$ cat config.mk
export PLATFORM = sky130hd
export DESIGN_NAME = periodic_wake_timer
export DESIGN_NICKNAME = d
export VERILOG_FILES = /design/src/rtl/pwt_pkg.sv /design/src/rtl/pwt_mod_stage.sv /design/src/rtl/pwt_event_out.sv /design/src/rtl/periodic_wake_timer.sv
export SDC_FILE = /design/constraint.sdc
export NUM_CORES = 1
export LEC_CHECK = 0
export ABC_AREA = 1
export CAP_MARGIN = 25
export CORE_MARGIN = 1.5
export CORE_UTILIZATION = 53
export CTS_CLUSTER_SIZE = 12
export DETAILED_ROUTE_END_ITERATION = 7
export PLACE_DENSITY = 0.83
export SKIP_CTS_REPAIR_TIMING = 1
export SLEW_MARGIN = 20
export SYNTH_ARGS = -nofsm -noshare
export SYNTH_HDL_FRONTEND = slang
export SYNTH_SLANG_ARGS = --single-unit
$ cat constraint.sdc
create_clock -name clk_i -period 5.7 [get_ports clk_i]
set_clock_uncertainty 0.2 [all_clocks]
set_input_delay 0.855 -clock clk_i [delete_from_list [all_inputs] [get_ports clk_i]]
set_output_delay 0.855 -clock clk_i [all_outputs]
set_load 0.02 [all_outputs]
$ cat src/rtl/pwt_pkg.sv
package pwt_pkg;
   localparam int unsigned NUM_STAGES = 4;

   typedef enum logic [1:0] {
      IVL_QUARTER = 2'b00,
      IVL_SECOND  = 2'b01,
      IVL_MINUTE  = 2'b10,
      IVL_HOUR    = 2'b11
   } interval_e;
endpackage

$ cat src/rtl/pwt_mod_stage.sv
module pwt_mod_stage #(
   parameter int unsigned MODULUS = 4
) (
   input  logic clk_i,
   input  logic rst_ni,
   input  logic clr_i,
   input  logic adv_i,
   output logic wrap_o
);
   localparam int unsigned CW = (MODULUS > 1) ? $clog2(MODULUS) : 1;
   localparam logic [CW-1:0] LAST = CW'(MODULUS - 1);

   if (MODULUS < 2) begin : g_bad_modulus
      $error("pwt_mod_stage: MODULUS must be at least 2");
   end

   logic [CW-1:0] cnt_q;

   always_ff @(posedge clk_i or negedge rst_ni) begin
      if (!rst_ni) begin
         cnt_q <= '0;
      end else if (clr_i) begin
         cnt_q <= '0;
      end else if (adv_i) begin
         cnt_q <= (cnt_q == LAST) ? '0 : cnt_q + 1'b1;
      end
   end

   assign wrap_o = adv_i & ~clr_i & (cnt_q == LAST);

   // a cleared stage is zero on the next edge
   assert_clr_zero_R3 : assert property (@(posedge clk_i) disable iff (!rst_ni)
      clr_i |=> (cnt_q == '0));

   // an advance below the last value steps by one
   assert_step_R1 : assert property (@(posedge clk_i) disable iff (!rst_ni)
      (adv_i && !clr_i && cnt_q != LAST) |=> (cnt_q == $past(cnt_q) + 1'b1));

   // an advance on the last value wraps to zero
   assert_wrap_R1 : assert property (@(posedge clk_i) disable iff (!rst_ni)
      wrap_o |=> (cnt_q == '0));
endmodule

$ cat src/rtl/pwt_event_out.sv
module pwt_event_out (
   input  logic clk_i,
   input  logic rst_ni,
   input  logic evt_i,
   input  logic irq_en_i,
   input  logic wake_en_i,
   input  logic irq_clr_i,
   output logic irq_flag_o,
   output logic wake_o
);
   logic flag_q;
   logic wake_q;

   always_ff @(posedge clk_i or negedge rst_ni) begin
      if (!rst_ni) begin
         flag_q <= 1'b0;
         wake_q <= 1'b0;
      end else begin
         // set wins over clear
         flag_q <= (evt_i & irq_en_i) | (flag_q & ~irq_clr_i);
         wake_q <= evt_i & wake_en_i;
      end
   end

   assign irq_flag_o = flag_q;
   assign wake_o     = wake_q;

   // the flag holds while no clear is seen
   assert_flag_sticky_R5 : assert property (@(posedge clk_i) disable iff (!rst_ni)
      (flag_q && !irq_clr_i) |=> flag_q);

   // a clear and an enabled event together keep the flag set
   assert_set_wins_R6 : assert property (@(posedge clk_i) disable iff (!rst_ni)
      (evt_i && irq_en_i && irq_clr_i) |=> flag_q);

   // the flag only rises if the interrupt route was enabled
   assert_flag_gated_R9 : assert property (@(posedge clk_i) disable iff (!rst_ni)
      $rose(flag_q) |-> $past(irq_en_i));

   // a wake pulse needs the wake route enabled
   assert_wake_gated_R7 : assert property (@(posedge clk_i) disable iff (!rst_ni)
      wake_q |-> $past(wake_en_i));
endmodule

$ cat src/rtl/periodic_wake_timer.sv
module periodic_wake_timer #(
   parameter int unsigned PRESCALE_DIV = 8192,
   parameter int unsigned QTR_PER_SEC  = 4,
   parameter int unsigned SEC_PER_MIN  = 60,
   parameter int unsigned MIN_PER_HOUR = 60
) (
   input  logic       clk_i,
   input  logic       rst_ni,
   input  logic       tick_en_i,
   input  logic       en_i,
   input  logic [1:0] sel_i,
   input  logic       irq_en_i,
   input  logic       wake_en_i,
   input  logic       irq_clr_i,
   output logic       irq_flag_o,
   output logic       wake_o
);
   import pwt_pkg::*;

   localparam int unsigned NS = NUM_STAGES;

   function automatic int unsigned stage_mod(input int unsigned idx);
      case (idx)
         0:       return PRESCALE_DIV;
         1:       return QTR_PER_SEC;
         2:       return SEC_PER_MIN;
         default: return MIN_PER_HOUR;
      endcase
   endfunction

   logic [NS-1:0] adv;
   logic [NS-1:0] wrap;
   logic          evt;
   interval_e     sel;

   assign sel    = interval_e'(sel_i);
   assign adv[0] = tick_en_i & en_i;

   for (genvar g = 0; g < NS; g++) begin : g_stage
      if (g > 0) begin : g_link
         assign adv[g] = wrap[g-1];
      end
      pwt_mod_stage #(
         .MODULUS(stage_mod(g))
      ) u_stage (
         .clk_i  (clk_i),
         .rst_ni (rst_ni),
         .clr_i  (~en_i),
         .adv_i  (adv[g]),
         .wrap_o (wrap[g])
      );
   end

   always_comb begin
      unique case (sel)
         IVL_QUARTER: evt = wrap[0];
         IVL_SECOND:  evt = wrap[1];
         IVL_MINUTE:  evt = wrap[2];
         default:     evt = wrap[3];
      endcase
   end

   pwt_event_out u_out (
      .clk_i      (clk_i),
      .rst_ni     (rst_ni),
      .evt_i      (evt),
      .irq_en_i   (irq_en_i),
      .wake_en_i  (wake_en_i),
      .irq_clr_i  (irq_clr_i),
      .irq_flag_o (irq_flag_o),
      .wake_o     (wake_o)
   );

   // no wake follows a cycle with the chain disabled
   assert_off_no_wake_R3 : assert property (@(posedge clk_i) disable iff (!rst_ni)
      !en_i |=> !wake_o);

   // no wake follows a cycle without a tick
   assert_tick_needed_R1 : assert property (@(posedge clk_i) disable iff (!rst_ni)
      !tick_en_i |=> !wake_o);

   // a coarser boundary only occurs together with every finer one
   assert_nested_R2 : assert property (@(posedge clk_i) disable iff (!rst_ni)
      wrap[3] |-> (wrap[2] && wrap[1] && wrap[0]));
endmodule

Word-level counts from Yosys, hierarchy flattened
Cells that the tools add are included.

Register bits: 29. Latch bits: 0. RAM bits: 0. Memory bits (read-only): 0. Input port bits: 9. Output and inout bits: 2. Word-level logic and storage cells: 48. Memories: 0.

$add $sub $neg: 4. $mul: 0. Div/mod/pow operators: 0. $lt $le $gt $ge: 0. Eq/ne operators: 10. Shift-type cells: 0. Mux-type cells: 13. Bitwise gates (word level): 14. Reduce and logical (&&, ||, !) cells: 1.

Operators by type and width (count): two-way mux 13 bit (3); two-way mux 6 bit (6); adder 13 x 1 -> 13 bit (second input constant) (1); == test 13 bit (second input constant) (1); adder 6 x 1 -> 6 bit (second input constant) (2); bitwise AND 1 bit (12); == test 6 bit (second input constant) (2); != test 2 x 1 -> 1 bit (second input constant) (4); two-way mux 2 bit (3); == test 2 bit (second input constant) (2); case mux 1 bit (3 select lines) (1); adder 2 x 1 -> 2 bit (second input constant) (1); == test 2 x 1 -> 1 bit (second input constant) (1); logical NOT 2 bit (1); NOT 1 bit (1); OR 1 bit (1).

Longest topological paths before layout
Gate-level depths: netlist of run 1.

Depth after elaboration: 12. Depth in mapped cells: 11. Depth with buffers taken out: 11.

Cells and area by module
Synthesis of run 1 repeated with hierarchy kept, for this count alone.

Cell total of the unflattened synthesis: 242. Area total of the unflattened synthesis: 1865.5 um^2.

By module, submodules not included: pwt_mod_stage at g_stage[0].u_stage (instances 1, cells an instance 106, area an instance 842.1 um^2, seq. area each 325.3 um^2); pwt_mod_stage at g_stage[2].u_stage ... (instances 2, cells an instance 49, area an instance 389.1 um^2, seq. area each 150.1 um^2); pwt_mod_stage at g_stage[1].u_stage (instances 1, cells an instance 14, area an instance 110.1 um^2, seq. area each 50.0 um^2); pwt_event_out (instances 1, cells an instance 8, area an instance 72.6 um^2, seq. area each 50.0 um^2); periodic_wake_timer (instances 1, cells an instance 16, area an instance 62.6 um^2, seq. area each 0.0 um^2).

Least setup slack after synthesis of run 1
OpenSTA, ideal clock, no wires.

Path kind: input to register. From: input port en_i. To: register g_stage[0].u_stage.cnt_q[6]. Setup time: 0.087 ns. Data arrival time: 1.733 ns. Required time: 5.413 ns. Setup slack: 3.680 ns. Cell stages on the path: 6. Buffers on the path: 2. Cell sequence: buf_2 -> inv_1 -> nor2_1 -> clkbuf_1 -> inv_1 -> a22oi_1.

Word-level cells in the longest chain between the ends: 2. Elaborated cells on any way between the ends: 3. Classes of those cells: eq/ne (1); mux (1); bitwise (1).

RTL lines: start, declared (line periodic_wake_timer.sv:10) `input logic en_i,`; bitwise AND 1 bit (line periodic_wake_timer.sv:37) `assign adv[0] = tick_en_i & en_i;`; != test 2 x 1 -> 1 bit (no line); end signal, assigned (line pwt_mod_stage.sv:25) `cnt_q <= (cnt_q == LAST) ? '0 : cnt_q + 1'b1;`; end, declared (line pwt_mod_stage.sv:17) `logic [CW-1:0] cnt_q;`.

Parallel ways exist; a longest one is shown, timed or not. A chain may end at the register's enable or synchronous reset.

Final worst setup path of run 1
Same ends and word-level chain as after synthesis.

==> run summary, run 1 <==
The combined flip-flop and latch cell area came out at 725.7 sq um. The layout-stage area growth over the synthesis result is 11.81%. The violation count after the first detailed-route iteration is 53. The worst register-to-register path begins at g_stage[0].u_stage.cnt_q[0]$_DFFE_PN0P_.

The final sum of negative setup slack is 0 ps. The count of nets after finishing came out at 223. The multi-input combinational cells in the finished layout cover a total of 798.3 sq um.

The count of buffers added on input and output ports is 10. Measured along the y axis, the die boundary spans 57.95 um. The clock latency on the worst-skew pair is 330 ps. The internal power is 264.1 uW. After detailed routing, the number of remaining DRC violations is 2. The endpoint required time on the critical path is 5740 ps. The post-synthesis share of cell area spent on full adders, half adders and majority gates came out at 0.03127. Before CTS, the worst setup slack after placement is 2781 ps. The peak supply drop is 0.1437 mV. The net count of the mapped netlist came out at 207. Counting flops with an async set or reset pin after synthesis yields a share of 1.000. The number of global-route vias before repair came out at 1306. The starting density of the core came out at 0.5705.

The synthesized design spends more area on one cell type than any other, namely sky130_fd_sc_hd__dfrtp_1. Of the total power, the share spent switching nets is 0.2521. The final number of max-transition violations came out at 0. The number of iterations in the first detailed-routing pass is 8. Of the total power, registers draw 0.593. Setup repair after global routing left no endpoint under its margin. Yosys printed 0 warnings. The type of origin of the critical path is a primary input.

The clock period minus worst slack is 2609 ps. The row count came out at 19. CTS saw 29 sinks. The post-route non-filler standard cell count is 242.

The total of endpoints with negative setup slack in the final report is 0. The clock transition at the register clock pins on the worst setup and hold paths after CTS came out at 100 ps. The average wire per standard cell is 13.00 um. The main combinational cell family by area after synthesis is simple AND/OR/NAND/NOR gates. The worst reg2reg path endpoint is g_stage[0].u_stage.cnt_q[9]$_DFFE_PN0P_. The longest clock path from root to sink contains 2 buffers.

The dominant synthesized flop cell is sky130_fd_sc_hd__dfrtp_1. Across all register-to-register paths, the minimum setup slack is 3540 ps. The post-synthesis simple-gate area fraction came out at 0.3041. The standard cell area after detailed placement is 1738 sq um.

The share of the clock period used by the worst path came out at 0.4577. The average cell area after synthesis came out at 8.249 sq um. The first global-routing pass estimated 5333 um of wire. The count of mapped cells out of synthesis is 194. The checks that failed: design-rule violations. The count of flip-flops with a built-in enable after synthesis came out at 0. Once detail routing completed, the nets flagged for antenna violations numbered 0. The CTS H-tree depth is 2. By area the synthesized netlist is led by sky130_fd_sc_hd__dfrtp_1, sky130_fd_sc_hd__nand2_1, sky130_fd_sc_hd__nand3_1. Once layout is complete, the utilization of the core stands at 0.6378. The fill cell instance count of the final layout is 229. The area share of the largest cell type after synthesis is 0.4535. The post-route cell area is 1789 sq um. The weighted congestion at the end of routability-driven global placement is 0.8369. The sequential area share after synthesis came out at 0.4535. The clock share of power is 0.336. The cell count of the worst reg-to-reg path is 10. The overall routing resource usage came out at 0.2109. The area fraction in compound gates after synthesis came out at 0.1087. The HPWL reported at the end of detailed placement came out at 2365 um. sky130_fd_sc_hd__nand2_1 is the most common cell in the netlist.

The initial antenna violation count is 0. The total wirelength of the detailed-routed design is 3146 um. STA classifies the critical path endpoint as a register. The relative contribution of combinational cells to total power is 0.071.

The data arrival time at the worst-slack endpoint is 2650 ps. The number of buffers created by CTS came out at 5. After layout, the worst setup slack is 3091 ps. In the final layout, the share of cells above drive strength 1 is 0.09953.

The number of inserted diodes is 0. Synthesis inferred 29 register bits. Once placement completed, the tool counted placed cells totaling 234. The run finished, with violations left. The largest driver fanout on the critical path is 11. The tool flagged a number of max-cap violations equal to 0. In this run the count of I/O pins placed on the die edge is 11. The final hold violation count came out at 0. For the pin with the worst max-slew slack, the measured transition is 708.3 ps. The via count is 1341.

The floorplan core area is 2805 sq um. The die area came out at 3358 sq um. The pin count of the biggest net entering global routing is 30. The mux cell area share after synthesis came out at 0. The leakage power of the design is 0.0008307 uW. The highest attainable clock frequency came out at 383.3 MHz. CTS placed an instance of sky130_fd_sc_hd__clkbuf_4 at the clock tree root.

The post-detailed-route via-to-cell ratio came out at 5.541. The path class of the lowest-slack min-delay path is register to register. The power density of the placed cells came out at 197.4 nW/um^2. The analysis attributes to net switching a power of 89.04 uW. By startpoint and endpoint, the worst setup path is classified as primary input to register. In this run the tightest slew margin relative to its limit is 0.5261. By count the netlist is led by sky130_fd_sc_hd__nand2_1, sky130_fd_sc_hd__dfrtp_1, sky130_fd_sc_hd__nor2_1. The hold path depth is 2.

TritonCTS built the clock tree. From left edge to right edge, the die measures 57.95 um. The distinct cell type count after synthesis came out at 31. The final global-route overflow total is 0.

The path with the worst hold slack has its endpoint at u_out.irq_flag_o$_DFF_PN0_. The synthesized area is 1600 sq um. Of the total synthesized cell area, the portion taken by XOR and XNOR cells is 0.05473. The startpoint of the lowest-slack hold path is u_out.irq_flag_o$_DFF_PN0_.
==> flip-flops by register name (all words and copies together) (netlist names) <==
name                   count
g_stage.u_stage.cnt_q     27
u_out.irq_flag_o           1
u_out.wake_o               1
==> power by group through the flow <==
stage / registers [uW] / logic, uW / clock network [uW]
floorplan: 213 / 11.9 / 0
global placement: 213 / 24.2 / 0
detailed placement: 213 / 25.2 / 0
CTS: 209 / 25.4 / 123
global route: 210 / 28.2 / 131
finish: 209 / 25.2 / 119
==> cell type report <==
class,count,share of cell area
tap,31,0.02168
clock buffer,6,0.02308
timing repair buffer,11,0.06014
sequential,29,0.4056
clock inverter,2,0.005594
inverter,18,0.03776
multi-input combinational,145,0.4462
==> placed cells by master, fill, tap and decap left out, types with 2 or more instances in the layout <==
master / count
sky130_fd_sc_hd__nand4_1: 2
sky130_fd_sc_hd__clkinv_2: 2
sky130_fd_sc_hd__nand2_2: 2
sky130_fd_sc_hd__clkbuf_4: 5
sky130_fd_sc_hd__o31ai_1: 2
sky130_fd_sc_hd__nand3_1: 17
sky130_fd_sc_hd__clkdlybuf4s50_1: 10
sky130_fd_sc_hd__xnor2_1: 3
sky130_fd_sc_hd__o21ai_0: 12
sky130_fd_sc_hd__a21oi_1: 3
sky130_fd_sc_hd__inv_1: 17
sky130_fd_sc_hd__ha_1: 4
sky130_fd_sc_hd__nor2_4: 2
sky130_fd_sc_hd__dfrtp_1: 29
sky130_fd_sc_hd__nor2_1: 20
sky130_fd_sc_hd__nor2_2: 2
sky130_fd_sc_hd__nand2_1: 49
sky130_fd_sc_hd__o22ai_1: 2
sky130_fd_sc_hd__xor2_1: 7
sky130_fd_sc_hd__o21ai_1: 5
sky130_fd_sc_hd__nand2_4: 3
==> cell families after synthesis <==
family | after synthesis
AO/OA/AOI/OAI | 30
XOR/XNOR | 10
adder cells (fa/ha/maj) | 4
buffers and inverters | 20
flip-flops | 29
AND/OR/NAND/NOR | 101
==> critical path, cell delays in order <==
cell                              delay [ps]
sky130_fd_sc_hd__clkdlybuf4s50_1         730
sky130_fd_sc_hd__inv_1                   130
sky130_fd_sc_hd__nor2_1                  570
sky130_fd_sc_hd__inv_1                   170
sky130_fd_sc_hd__a22oi_1                 190
==> stage by stage <==
step	hold WS [ps]	total power (uW)
2_1_floorplan	265.6	224.9
3_3_place_gp	261.4	237.2
3_5_place_dp	269.6	238.6
4_1_cts	293.0	358.1
5_1_grt	326.9	369.1
6_report	288.8	353.1
==> worst max path at each step <==
stage | start | to | slack [ps] | cells past startpoint
final | en_i | g_stage[0].u_stage.cnt_q[6]$_DFFE_PN0P_ | 3090 | 5
after detailed placement | en_i | g_stage[0].u_stage.cnt_q[10]$_DFFE_PN0P_ | 2780 | 5
after global placement | en_i | g_stage[0].u_stage.cnt_q[9]$_DFFE_PN0P_ | 2890 | 7
after CTS | en_i | g_stage[0].u_stage.cnt_q[6]$_DFFE_PN0P_ | 3150 | 5
after floorplan | en_i | g_stage[0].u_stage.cnt_q[6]$_DFFE_PN0P_ | 3680 | 6
after global routing | en_i | g_stage[0].u_stage.cnt_q[9]$_DFFE_PN0P_ | 2990 | 7
==> layer usage <==
| layer | global-route usage | wire length (um) | part of all wire |
|---|---|---|---|
| met5 | 0 | 0 | 0 |
| met2 | 0.3636 | 1626 | 0.52 |
| met1 | 0.2329 | 1303 | 0.41 |
| met3 | 0.06250 | 140 | 0.045 |
| met4 | 0.1130 | 76 | 0.024 |
Power figures use the tool's default switching activity.
==> run 2: changes to the inputs <==
==> constraint.sdc (replaced) <==
create_clock -name clk_i -period 2.5 [get_ports clk_i]
set_clock_uncertainty 0.2 [all_clocks]
set_input_delay 0.375 -clock clk_i [delete_from_list [all_inputs] [get_ports clk_i]]
set_output_delay 0.375 -clock clk_i [all_outputs]
set_load 0.02 [all_outputs]
==> run 2 against run 1 <==
Against the previous run: critical endpoint is now g_stage[0].u_stage.cnt_q[9]$_DFFE_PN0P_; worst hold slack lost 56 ps; largest cell class unchanged; combinational power increased by 140%; the run now ends clean; sequential share of layout area decreased by 0.91 points.
==> run summary, run 2 (synthesis results as in run 1) <==
The run finished with clean final reports. g_stage.u_stage.cnt_q holds more flip-flops than any other register. Of the total power, the share spent switching nets is 0.2316. The clock transition at the register clock pins on the worst setup and hold paths after CTS is 100 ps.

The minimum setup slack after placement is 477.1 ps. The total wirelength of the detailed-routed design came out at 3103 um. The pin count of the biggest net entering global routing came out at 30. The final critical-path setup slack is 457.0 ps. The final number of max-transition violations is 0. The type of origin of the critical path is a register. The HPWL reported at the end of detailed placement is 2337 um.

The part of the total power dissipated in sequential elements is 0.555. The peak supply drop is 0.3541 mV. The port buffer count came out at 10. The net switching power is 199.2 uW. In this run the count of I/O pins placed on the die edge is 11.

The count of nets left with antenna violations once routing finished came out at 0. The overall routing resource usage is 0.2070. The CTS H-tree depth came out at 2.

The initial antenna violation count came to 0. The power density of the placed cells came out at 470.0 nW/um^2. The headroom to the max-slew limit is 0.7520. 0 antenna diodes ended up in the layout. The path class of the lowest-slack min-delay path is primary input to asynchronous set/reset pin. Global routing finished with a remaining overflow of 0. The cell count of the worst reg-to-reg path is 10. The largest individual stage delay along the critical path comes from the cell sky130_fd_sc_hd__dfrtp_1. The violation count after the first detailed-route iteration is 87. The floorplan step set the die height to 57.95 um.

The first TritonRoute pass finished after 7 iterations. STA classifies the critical path endpoint as a register. The clock period minus worst slack came out at 2043 ps.

Derived from the worst setup path, the maximum achievable clock frequency is 489.5 MHz. TritonCTS built the clock tree. In the final layout, the share of cells above drive strength 1 is 0.1168. The fraction of the core area covered by cells at the end of the flow is 0.6525. The clock latency on the worst-skew pair is 320 ps. The internal power came out at 661.1 uW.

The number of global-route vias before repair came to 1352. In the finished design, the share of the clock period the worst path needs comes to 0.8172. Summing all placed instances gives a cell area of 1760 sq um. The register-to-register path setup slack is 460 ps. The total of endpoints with negative setup slack in the final report is 0. Of the total power, the clock network draws 0.375. For this configuration, the core starts out at a cell density of 0.5705. The maximum buffer depth of the clock tree is 2.

The start of the worst register-to-register path is g_stage[0].u_stage.cnt_q[0]$_DFFE_PN0P_. The average wire per standard cell came out at 12.67 um. The post-route non-filler standard cell count came out at 245.

The final sum of negative setup slack is 0 ps. Clock tree synthesis found a total of 29 sinks. Of the total power, combinational logic draws 0.070. The critical path goes through ha_1, nand2_2, nor2_4, nand2_4, nor2_4, nor2_1, inv_1, a21oi_1, o21ai_0, nand2_1. The endpoint required time on the critical path is 2550 ps.

Detailed routing inserted a total of 1323 vias. In the layout the commonest cells are sky130_fd_sc_hd__nand2_1, sky130_fd_sc_hd__dfrtp_1, sky130_fd_sc_hd__nor2_1, sky130_fd_sc_hd__inv_1, sky130_fd_sc_hd__nand3_1. The most common cell after layout, fill and taps aside is sky130_fd_sc_hd__nand2_1. The number of buffers created by CTS is 5. The post-detailed-route via-to-cell ratio is 5.400. The final hold violation count was 0. The data arrival time at the worst-slack endpoint is 2100 ps.

The floorplan core area is 2805 sq um. CTS placed an instance of sky130_fd_sc_hd__clkbuf_4 at the clock tree root. The row count is 19.

The weighted congestion at the end of routability-driven global placement came out at 0.9078. The largest single stage delay on the critical path is 420 ps. The flip-flop count of the largest register after layout is 27. The critical path is of the register to register type. The count of nets after finishing came out at 226. The die covers 3358 sq um. The global-route wire length before repair came out at 5423 um.

The layout-stage area growth over the synthesis result is 14.39%. The post-route cell area is 1831 sq um. The cell that appears most often on the critical path is sky130_fd_sc_hd__nor2_4.

In this run the horizontal extent of the chip is 57.95 um. Counting tap cells, the placed design contains a total of 237 instances. Setup repair after global routing left no endpoint under its margin.

In this run the static leakage power is 0.0008550 uW. For the pin with the worst max-slew slack, the measured transition is 370.6 ps. The number of remaining DRC errors came out at 0.

The worst reg2reg path endpoint is g_stage[0].u_stage.cnt_q[9]$_DFFE_PN0P_. The number of violations of the max-capacitance limit is 0. In this run the worst path has a maximum fanout of 7.
run 2: cell types whose count changed in the layout (fill, tap and decap cells not counted):
cell and change:
sky130_fd_sc_hd__buf_4 +3, sky130_fd_sc_hd__clkbuf_8 +2, sky130_fd_sc_hd__clkbuf_1 -1, sky130_fd_sc_hd__clkinv_2 -1
run 2: cell type report:
type | count | area (sq um)
inverter | 18 | 67.56
timing repair buffer | 14 | 130.1
clock inverter | 1 | 5.005
fill | 236 | 974.7
sequential | 29 | 725.7
clock buffer | 7 | 65.06
tap | 31 | 38.79
multi-input combinational | 145 | 798.3
run 2: worst max-delay path by stage:
stage / end / startpoint / cells after the start
after floorplan: g_stage[0].u_stage.cnt_q[9]$_DFFE_PN0P_ / g_stage[0].u_stage.cnt_q[0]$_DFFE_PN0P_ / 10
after global placement: g_stage[0].u_stage.cnt_q[9]$_DFFE_PN0P_ / tick_en_i / 7
after detailed placement: g_stage[0].u_stage.cnt_q[9]$_DFFE_PN0P_ / g_stage[0].u_stage.cnt_q[0]$_DFFE_PN0P_ / 10
after CTS: g_stage[0].u_stage.cnt_q[9]$_DFFE_PN0P_ / g_stage[0].u_stage.cnt_q[0]$_DFFE_PN0P_ / 10
after global routing: g_stage[0].u_stage.cnt_q[9]$_DFFE_PN0P_ / g_stage[0].u_stage.cnt_q[0]$_DFFE_PN0P_ / 10
final: g_stage[0].u_stage.cnt_q[9]$_DFFE_PN0P_ / g_stage[0].u_stage.cnt_q[0]$_DFFE_PN0P_ / 10
run 2: metal layers:
layer	track usage	vias to the layer above	wire, um
met4	0.08306	0	17
li1	-	680	-
met5	0	-	0
met3	0.04911	2	116
met2	0.3555	26	1657
met1	0.2504	615	1311
run 2: power groups by stage:
stage / clock (uW) / combinational, uW / sequential (uW)
after global placement: 0 / 59.2 / 486
final: 323 / 60.5 / 477
after CTS: 334 / 61.4 / 477
after detailed placement: 0 / 61.3 / 487
after floorplan: 0 / 27.1 / 486
after global routing: 355 / 67.7 / 478
run 2: worst max-delay path, delay by kind of cell, from the launching register on:
family                   cells  cell delay (ps)
buffers and inverters        1              210
flip-flops                   1              420
AND/OR/NAND/NOR              6              650
adder cells (fa/ha/maj)      1              260
AO/OA/AOI/OAI                2              230
run 2: metrics by stage:
step / power (uW) / hold slack (ps)
3_3_place_gp: 545.1 / 262.0
2_1_floorplan: 512.7 / -120.6
6_report: 860.3 / 233.0
5_1_grt: 901.0 / 250.3
4_1_cts: 872.4 / 240.9
3_5_place_dp: 547.8 / 295.1
